[src/rtl/burst_seq_pkg.sv]
package burst_seq_pkg;
  typedef enum logic {
    ORD_LINEAR     = 1'b0,
    ORD_INTERLEAVE = 1'b1
  } order_e;

  localparam int unsigned BEATS_LOG2 = 2;
endpackage

[src/rtl/burst_beat_ctr.sv]
module burst_beat_ctr #(
  parameter int unsigned BB = 2
) (
  input  logic          clk,
  input  logic          rst,
  input  logic          clr_i,
  input  logic          step_i,
  output logic [BB-1:0] cnt_o,
  output logic [BB-1:0] cnt_d_o
);
  logic [BB-1:0] cnt_q;
  logic [BB-1:0] cnt_d;

  always_comb begin
    cnt_d = cnt_q;
    if (clr_i)       cnt_d = '0;
    else if (step_i) cnt_d = cnt_q + BB'(1);
  end

  always_ff @(posedge clk) begin
    if (rst) cnt_q <= '0;
    else     cnt_q <= cnt_d;
  end

  assign cnt_o   = cnt_q;
  assign cnt_d_o = cnt_d;

  AST_CNT_CLEAR: assert property (@(posedge clk) disable iff (rst)
    clr_i |=> (cnt_q == '0));
  AST_CNT_WAIT: assert property (@(posedge clk) disable iff (rst)
    (!clr_i && !step_i) |=> $stable(cnt_q));
  AST_CNT_STEP: assert property (@(posedge clk) disable iff (rst)
    (!clr_i && step_i && (cnt_q != '1)) |=> (cnt_q == $past(cnt_q) + BB'(1)));
  AST_CNT_WRAP: assert property (@(posedge clk) disable iff (rst)
    (!clr_i && step_i && (cnt_q == '1)) |=> (cnt_q == '0));
endmodule

[src/rtl/burst_base_reg.sv]
module burst_base_reg #(
  parameter int unsigned AW = 32
) (
  input  logic          clk,
  input  logic          rst,
  input  logic          ld_i,
  input  logic [AW-1:0] addr_i,
  output logic [AW-1:0] base_o,
  output logic [AW-1:0] base_d_o
);
  logic [AW-1:0] base_q;

  assign base_d_o = ld_i ? addr_i : base_q;

  always_ff @(posedge clk) begin
    if (rst) base_q <= '0;
    else     base_q <= base_d_o;
  end

  assign base_o = base_q;

  AST_BASE_HOLD: assert property (@(posedge clk) disable iff (rst)
    !ld_i |=> $stable(base_q));
endmodule

[src/rtl/burst_order_map.sv]
module burst_order_map
  import burst_seq_pkg::*;
#(
  parameter int unsigned BB = 2
) (
  input  logic [BB-1:0] start_i,
  input  logic [BB-1:0] cnt_i,
  input  order_e        order_i,
  output logic [BB-1:0] lo_o
);
  logic [BB-1:0] lin_lo;
  logic [BB-1:0] ilv_lo;

  assign lin_lo = start_i + cnt_i;

  for (genvar b = 0; b < BB; b++) begin : g_ilv
    assign ilv_lo[b] = start_i[b] ^ cnt_i[b];
  end

  assign lo_o = (order_i == ORD_INTERLEAVE) ? ilv_lo : lin_lo;
endmodule

[src/rtl/burst_addr_seq.sv]
module burst_addr_seq
  import burst_seq_pkg::*;
#(
  parameter int unsigned AW = 32
) (
  input  logic          clk,
  input  logic          rst,
  input  logic          load_i,
  input  logic          adv_n_i,
  input  logic          mode_i,
  input  logic [AW-1:0] addr_i,
  output logic [AW-1:0] addr_o
);
  localparam int unsigned BB = BEATS_LOG2;

  logic          step;
  logic [BB-1:0] cnt_q;
  logic [BB-1:0] cnt_d;
  logic [AW-1:0] base_q;
  logic [AW-1:0] base_d;
  logic [BB-1:0] lo_d;
  logic [AW-1:0] addr_q;
  order_e        order;

  assign step  = !adv_n_i && !load_i;
  assign order = order_e'(mode_i);

  burst_beat_ctr #(.BB(BB)) u_ctr (
    .clk     (clk),
    .rst     (rst),
    .clr_i   (load_i),
    .step_i  (step),
    .cnt_o   (cnt_q),
    .cnt_d_o (cnt_d)
  );

  burst_base_reg #(.AW(AW)) u_base (
    .clk      (clk),
    .rst      (rst),
    .ld_i     (load_i),
    .addr_i   (addr_i),
    .base_o   (base_q),
    .base_d_o (base_d)
  );

  burst_order_map #(.BB(BB)) u_map (
    .start_i (base_d[BB-1:0]),
    .cnt_i   (cnt_d),
    .order_i (order),
    .lo_o    (lo_d)
  );

  always_ff @(posedge clk) begin
    if (rst) addr_q <= '0;
    else     addr_q <= {base_d[AW-1:BB], lo_d};
  end

  assign addr_o = addr_q;

  AST_LOAD_ADDR: assert property (@(posedge clk) disable iff (rst)
    load_i |=> (addr_o == $past(addr_i)));
  AST_UPPER_STABLE: assert property (@(posedge clk) disable iff (rst)
    !load_i |=> $stable(addr_o[AW-1:BB]));
  AST_UPPER_MATCH: assert property (@(posedge clk) disable iff (rst)
    !load_i |=> (addr_o[AW-1:BB] == base_q[AW-1:BB]));
  AST_RESET_ZERO: assert property (@(posedge clk)
    rst |=> (addr_o == '0));
endmodule

[config.mk]
export PLATFORM = sky130hd
export DESIGN_NAME = burst_addr_seq
export DESIGN_NICKNAME = d
export VERILOG_FILES = /design/src/rtl/burst_seq_pkg.sv /design/src/rtl/burst_beat_ctr.sv /design/src/rtl/burst_base_reg.sv /design/src/rtl/burst_order_map.sv /design/src/rtl/burst_addr_seq.sv
export SDC_FILE = /design/constraint.sdc
export NUM_CORES = 1
export LEC_CHECK = 0
export ABC_CLOCK_PERIOD_IN_PS = 1600
export BUFFER_PORTS_ARGS = -buffer_cell sky130_fd_sc_hd__buf_2
export CORE_MARGIN = 3
export CORE_UTILIZATION = 40
export DETAILED_ROUTE_END_ITERATION = 10
export HOLD_SLACK_MARGIN = 0.03
export PLACE_DENSITY_LB_ADDON = 0.08
export SLEW_MARGIN = 5
export SYNTH_ARGS = -nofsm -noshare
export SYNTH_HDL_FRONTEND = slang
export SYNTH_HIERARCHICAL = 1
export SYNTH_SLANG_ARGS = --single-unit
[constraint.sdc]
create_clock -name clk -period 1.6 [get_ports clk]
set_input_delay 0.48 -clock clk [delete_from_list [all_inputs] [get_ports clk]]
set_output_delay 0.48 -clock clk [all_outputs]
set_load 0.01 [all_outputs]
==> Word level (Yosys, flattened, before mapping) <==
Cells that the tools add are included.
{ "word_totals": {"register_bits": 66, "input_bits": 37, "out_inout_bits": 32} }
{ "classes": {"addsub": 2, "mux": 4, "bitwise_logic": 2, "n_reduce_logical": 3} }
{ "ops": {"columns": ["cell", "count"], "rows": [
  ["32-bit 2-to-1 mux", 1],
  ["2-bit 2-to-1 mux", 3],
  ["2-bit by 1-bit adder with 2-bit output (second input constant)", 1],
  ["2-bit adder", 1],
  ["1-bit zero test", 2],
  ["1-bit XOR", 2],
  ["1-bit logical AND", 1]
]} }

==> Longest topological paths before layout <==
{ "depth": {"word_depth": 6, "mapped_depth": 7} }

==> By module <==
The synthesis kept the hierarchy.
{ "modules_own_cells": {"columns": ["module", "n_inst", "cells_per_inst", "area_each_um2"], "rows": [
  ["burst_base_reg", 1, 103, 1370.1],
  ["burst_addr_seq", 1, 68, 867.1],
  ["burst_beat_ctr", 1, 9, 92.6],
  ["burst_order_map", 1, 4, 36.3]
]} }

==> Worst setup path before layout <==
No wires, ideal clock.
{ "synth_path": {"path_kind": "in2reg", "from": "input load_i", "to": "register addr_q[1], in the netlist addr_o[1]", "setup_ns": 0.114, "arrival_ns": 1.571, "setup_slack_ns": -0.084, "cell_stages": 7, "path_buffers": 2, "cell_sequence": "buf_6 buf_6 mux2_4 ha_1 nor2b_1 xnor2_1 nor2b_1"} }
{ "synth_via": {"word_cells_on_any_way": 8, "cone_classes": "add/sub (1); mux (4); bitwise (1); reduce/logical (2)"} }
{ "synth_lines": {"columns": ["element", "line", "text"], "rows": [
  ["from (decl)", "burst_addr_seq.sv:8", "input logic load_i,"],
  ["32-bit 2-to-1 mux", "burst_base_reg.sv:13", "assign base_d_o = ld_i ? addr_i : base_q;"],
  ["named net base_d[0]", "burst_addr_seq.sv:20", "logic [AW-1:0] base_d;"],
  ["2-bit adder", "burst_order_map.sv:14", "assign lin_lo = start_i + cnt_i;"],
  ["2-bit 2-to-1 mux", "burst_order_map.sv:20", "assign lo_o = (order_i == ORD_INTERLEAVE) ? ilv_lo : lin_lo;"],
  ["named net lo_d[1]", "burst_addr_seq.sv:21", "logic [BB-1:0] lo_d;"],
  ["to (signal assigned)", "burst_addr_seq.sv:55", "else addr_q <= {base_d[AW-1:BB], lo_d};"],
  ["to (decl)", "burst_addr_seq.sv:22", "logic [AW-1:0] addr_q;"]
]} }
The timed path passes the listed nets, and every way through them passes these cells.
A chain may end at the register's enable or synchronous reset.

==> Final worst setup path <==
Ends and elaborated chain as after synthesis.

==> results by group <==
Pwr
  • Clock power share: approximately two fifths
  • Net load switching power: just under 800 uW
  • Combinational share of power: 11.1%
  • Sw frac: a little under a quarter
  • Cell area power density: between 1000 and 1500 nW/um^2
  • Sequential share of power: around half
  • Max IR drop VDD: 0.606 mV
  • Int Power: 2.73 mW
  • Leakage power figure: approximately 1.4 nW

Critical path
  • Arrival time of the worst setup path: between 1.5 and 2 ns
  • WS Path Type: in -> reg
  • Max incr delay on CP: between 0.3 and 0.4 ns
  • Data required time at the worst endpoint: ~1.8 ns
  • CP cell instances: buf_2 -> buf_4 -> mux2_4 -> ha_4 -> nor2b_4 -> xnor2_1 -> nor2b_1
  • Worst setup EP type: flip-flop
  • Max FO, Critical Path: 6
  • CP top delay family: multiplexers
  • CP max-delay cell: sky130_fd_sc_hd__mux2_4
  • Worst setup SP type: input port
  • Total buffers and inverters traversed by the critical path: 2

Placed design
  • Cell count after placement: between 300 and 400
  • Input/output buffers: 68
  • Detailed-placement wirelength estimate: 2.60 mm
  • Worst slack, placed: -0.0963 ns
  • Final weighted congestion of routability-driven global placement: about 0.7

Synthesis
  • Gate count after technology mapping: 184
  • Leading cell types by total area after synthesis: sky130_fd_sc_hd__dfxtp_1 (56%), sky130_fd_sc_hd__mux2_4 (19%), sky130_fd_sc_hd__nor2b_1 (17%)
  • Post-synth net total: roughly 220
  • Seq/Total Area, Yosys: 55.8%
  • Yosys cell types: 15
  • Area of the mapped netlist: between 2000 and 2500 um^2
  • Top cell type's share of synthesized area: approximately 56%
  • Mean instance size in the synthesized netlist: ~13 um^2
  • Cell taking the most area after synthesis: sky130_fd_sc_hd__dfxtp_1
  • Synth warn: 6
  • FF+latch count, synth: 66

Run status
  • Outcome: finished, final reports clean

Detailed routing
  • Post-DRT Antenna Nets: 0
  • Via count of the routed design: approximately 1400
  • DR DRC count: 0
  • Sum of routed wire length over all layers: 3.95 mm
  • DRC violation total after the first TritonRoute iteration: 44
  • Iteration count of the initial detailed-routing pass: 3
  • Routed length per instance: approximately 12 um
  • Vias per cell: approximately 4.2

Cells and area
  • Final standard cell utilization of the core: a little over half
  • Final instance count without filler cells: approximately 340
  • Total Nets Final: 300
  • Fraction of final layout cells sized beyond drive strength 1: a little under half
  • Final antenna diode count: 0
  • Synth-to-layout area growth: 27.9%

Timing
  • RSZ-0062 raised after global routing: no
  • Number of failing setup endpoints in the final timing report: 0
  • Worst-case hold slack: between 0.4 and 0.5 ns
  • Tmin final: between 1 and 1.5 ns
  • Max-slew violations: 0
  • Final Hold Fails: 0
  • Final Worst Setup Slack: ~0.26 ns
  • Worst Clk Skew: about 0.0069 ns
  • Tightest Pin Transition: between 0.2 and 0.3 ns
  • Post-route fraction of the period consumed by the critical path: 83.5%
  • Max Clock Freq: roughly 750 MHz
  • Worst-case headroom to the max-slew limit: 82.0%

Global routing
  • Global-route wire length before repair: 6.58 mm
  • Largest net degree at the start of global routing: 67
  • Global-route congestion overflow total: 0
  • Total global-route track usage: approximately an eighth
  • Vias in the first global route: roughly 1400
  • Antenna violations before repair: 0

Floorplan
  • Die outline area: 6870 um^2
  • FP Rows: 27
  • Die outline height: ~83 um
  • Total I/O pin count: 69
  • Core Area: around 5600 um^2
  • Horiz. Die Dim: ~83 um
  • Starting density of the core: 42.2%

Clocking
  • Post-CTS Setup Inserts: 0
  • Clock-pin slew of the registers on the worst-case setup and hold paths: about 0.070 ns
  • Total clock buffers created by CTS: 9
  • Clock Sinks: 66
  • Cells resized by post-CTS repair: 0
  • Clock insertion delay at the later pin of the skew report: about 0.33 ns
  • Number of buffers on the longest clock path: 2
  • Post-CTS Hold Buffers: 0
  • Clock tree from TritonCTS: done
  • Deepest level of the CTS H-tree: 3
  • Root Driver: sky130_fd_sc_hd__clkbuf_8

Flow run
  • Max Cap Violations: 0

Worst hold path
  • Hold WC Path Type: in -> reg
final timing paths:
kind | start | end | slack, ns | cells past startpoint
max | load_i | addr_o[1] | 0.26 | 7
max reg2reg | u_ctr/cnt_o[0] | addr_o[1] | 0.34 | 6
min | addr_i[22] | addr_o[22] | 0.48 | 3
min reg2reg | u_base/base_o[12] | addr_o[12] | 0.57 | 2
power groups by stage:
stage / Sequential [mW] / Clock, mW / Combinational (mW)
2_1_floorplan: 1.82 / 0 / 0.242
3_3_place_gp: 1.80 / 0 / 0.397
3_5_place_dp: 1.80 / 0 / 0.397
4_1_cts: 1.76 / 1.43 / 0.400
5_1_grt: 1.77 / 1.49 / 0.433
6_report: 1.76 / 1.37 / 0.392
routing by layer:
layer  global-route usage, %  share of wire (%)  vias to the layer above
met5                       0                  0                        -
met4                    8.47                2.9                        0
met3                    5.16                8.1                       11
met1                    16.0                 49                      619
met2                    16.5                 40                       45
li1                        -                  -                      744
cells in the final DEF, fill, tap and decap left out, drive strengths merged:
cell type	instances
buf	77
a211oi	1
nand3b	1
nor3	1
ha	1
a21oi	1
nor2	2
clkbuf	11
clkinv	4
xnor2	3
bufinv	1
mux2	32
nor2b	65
a21bo	1
dfxtp	66
Yosys cell counts:
| cell type | count |
|---|---|
| sky130_fd_sc_hd__buf_4 | 3 |
| sky130_fd_sc_hd__nor2b_1 | 65 |
| sky130_fd_sc_hd__xnor2_1 | 3 |
| sky130_fd_sc_hd__a21bo_1 | 1 |
| sky130_fd_sc_hd__mux2_2 | 2 |
| sky130_fd_sc_hd__nand3b_1 | 1 |
| sky130_fd_sc_hd__nor3_1 | 1 |
| sky130_fd_sc_hd__a21oi_1 | 1 |
| sky130_fd_sc_hd__nor2_1 | 2 |
| sky130_fd_sc_hd__mux2_4 | 30 |
| sky130_fd_sc_hd__buf_6 | 4 |
| sky130_fd_sc_hd__clkbuf_1 | 3 |
| sky130_fd_sc_hd__ha_1 | 1 |
| sky130_fd_sc_hd__dfxtp_1 | 66 |
| sky130_fd_sc_hd__a211oi_2 | 1 |
registers in the layout (all words and copies together), names as in the netlist:
| register | count |
|---|---|
| addr_o | 32 |
| u_base/base_o | 32 |
| u_ctr/cnt_o | 2 |
tightest hold or removal path, delay by kind of cell:
family,cells,cell delay [ns]
buffers and inverters,1,0.07
muxes,1,0.13
and+or+nand+nor,1,0.10
layout make-up:
| class | instances | area (um^2) |
|---|---|---|
| Clock buffer | 11 | 141 |
| Clock inverter | 5 | 53.8 |
| Fill cell | 511 | 2580 |
| Multi-Input combinational cell | 108 | 986 |
| Sequential cell | 66 | 1320 |
| Tap cell | 72 | 90.1 |
| Timing Repair Buffer | 77 | 433 |
through the flow:
step	power, mW	TNS [ns]	instance area, um^2
3_3_place_gp	2.20	-0.0725	2830
3_5_place_dp	2.20	-0.0963	2830
2_1_floorplan	2.07	-0.0280	2390
6_report	3.53	0	3030
4_1_cts	3.59	0	3030
5_1_grt	3.70	0	3030
cells by family after synthesis:
family                   synth area share (%)
AND/OR/NAND/NOR                          18.0
buffers and inverters                    3.33
multiplexers                             20.0
adder cells (fa/ha/maj)                 0.529
flip-flops                               55.8
AO/OA/AOI/OAI                            1.16
XOR/XNOR                                 1.11
No activity file was read; power rests on OpenSTA's default activity.
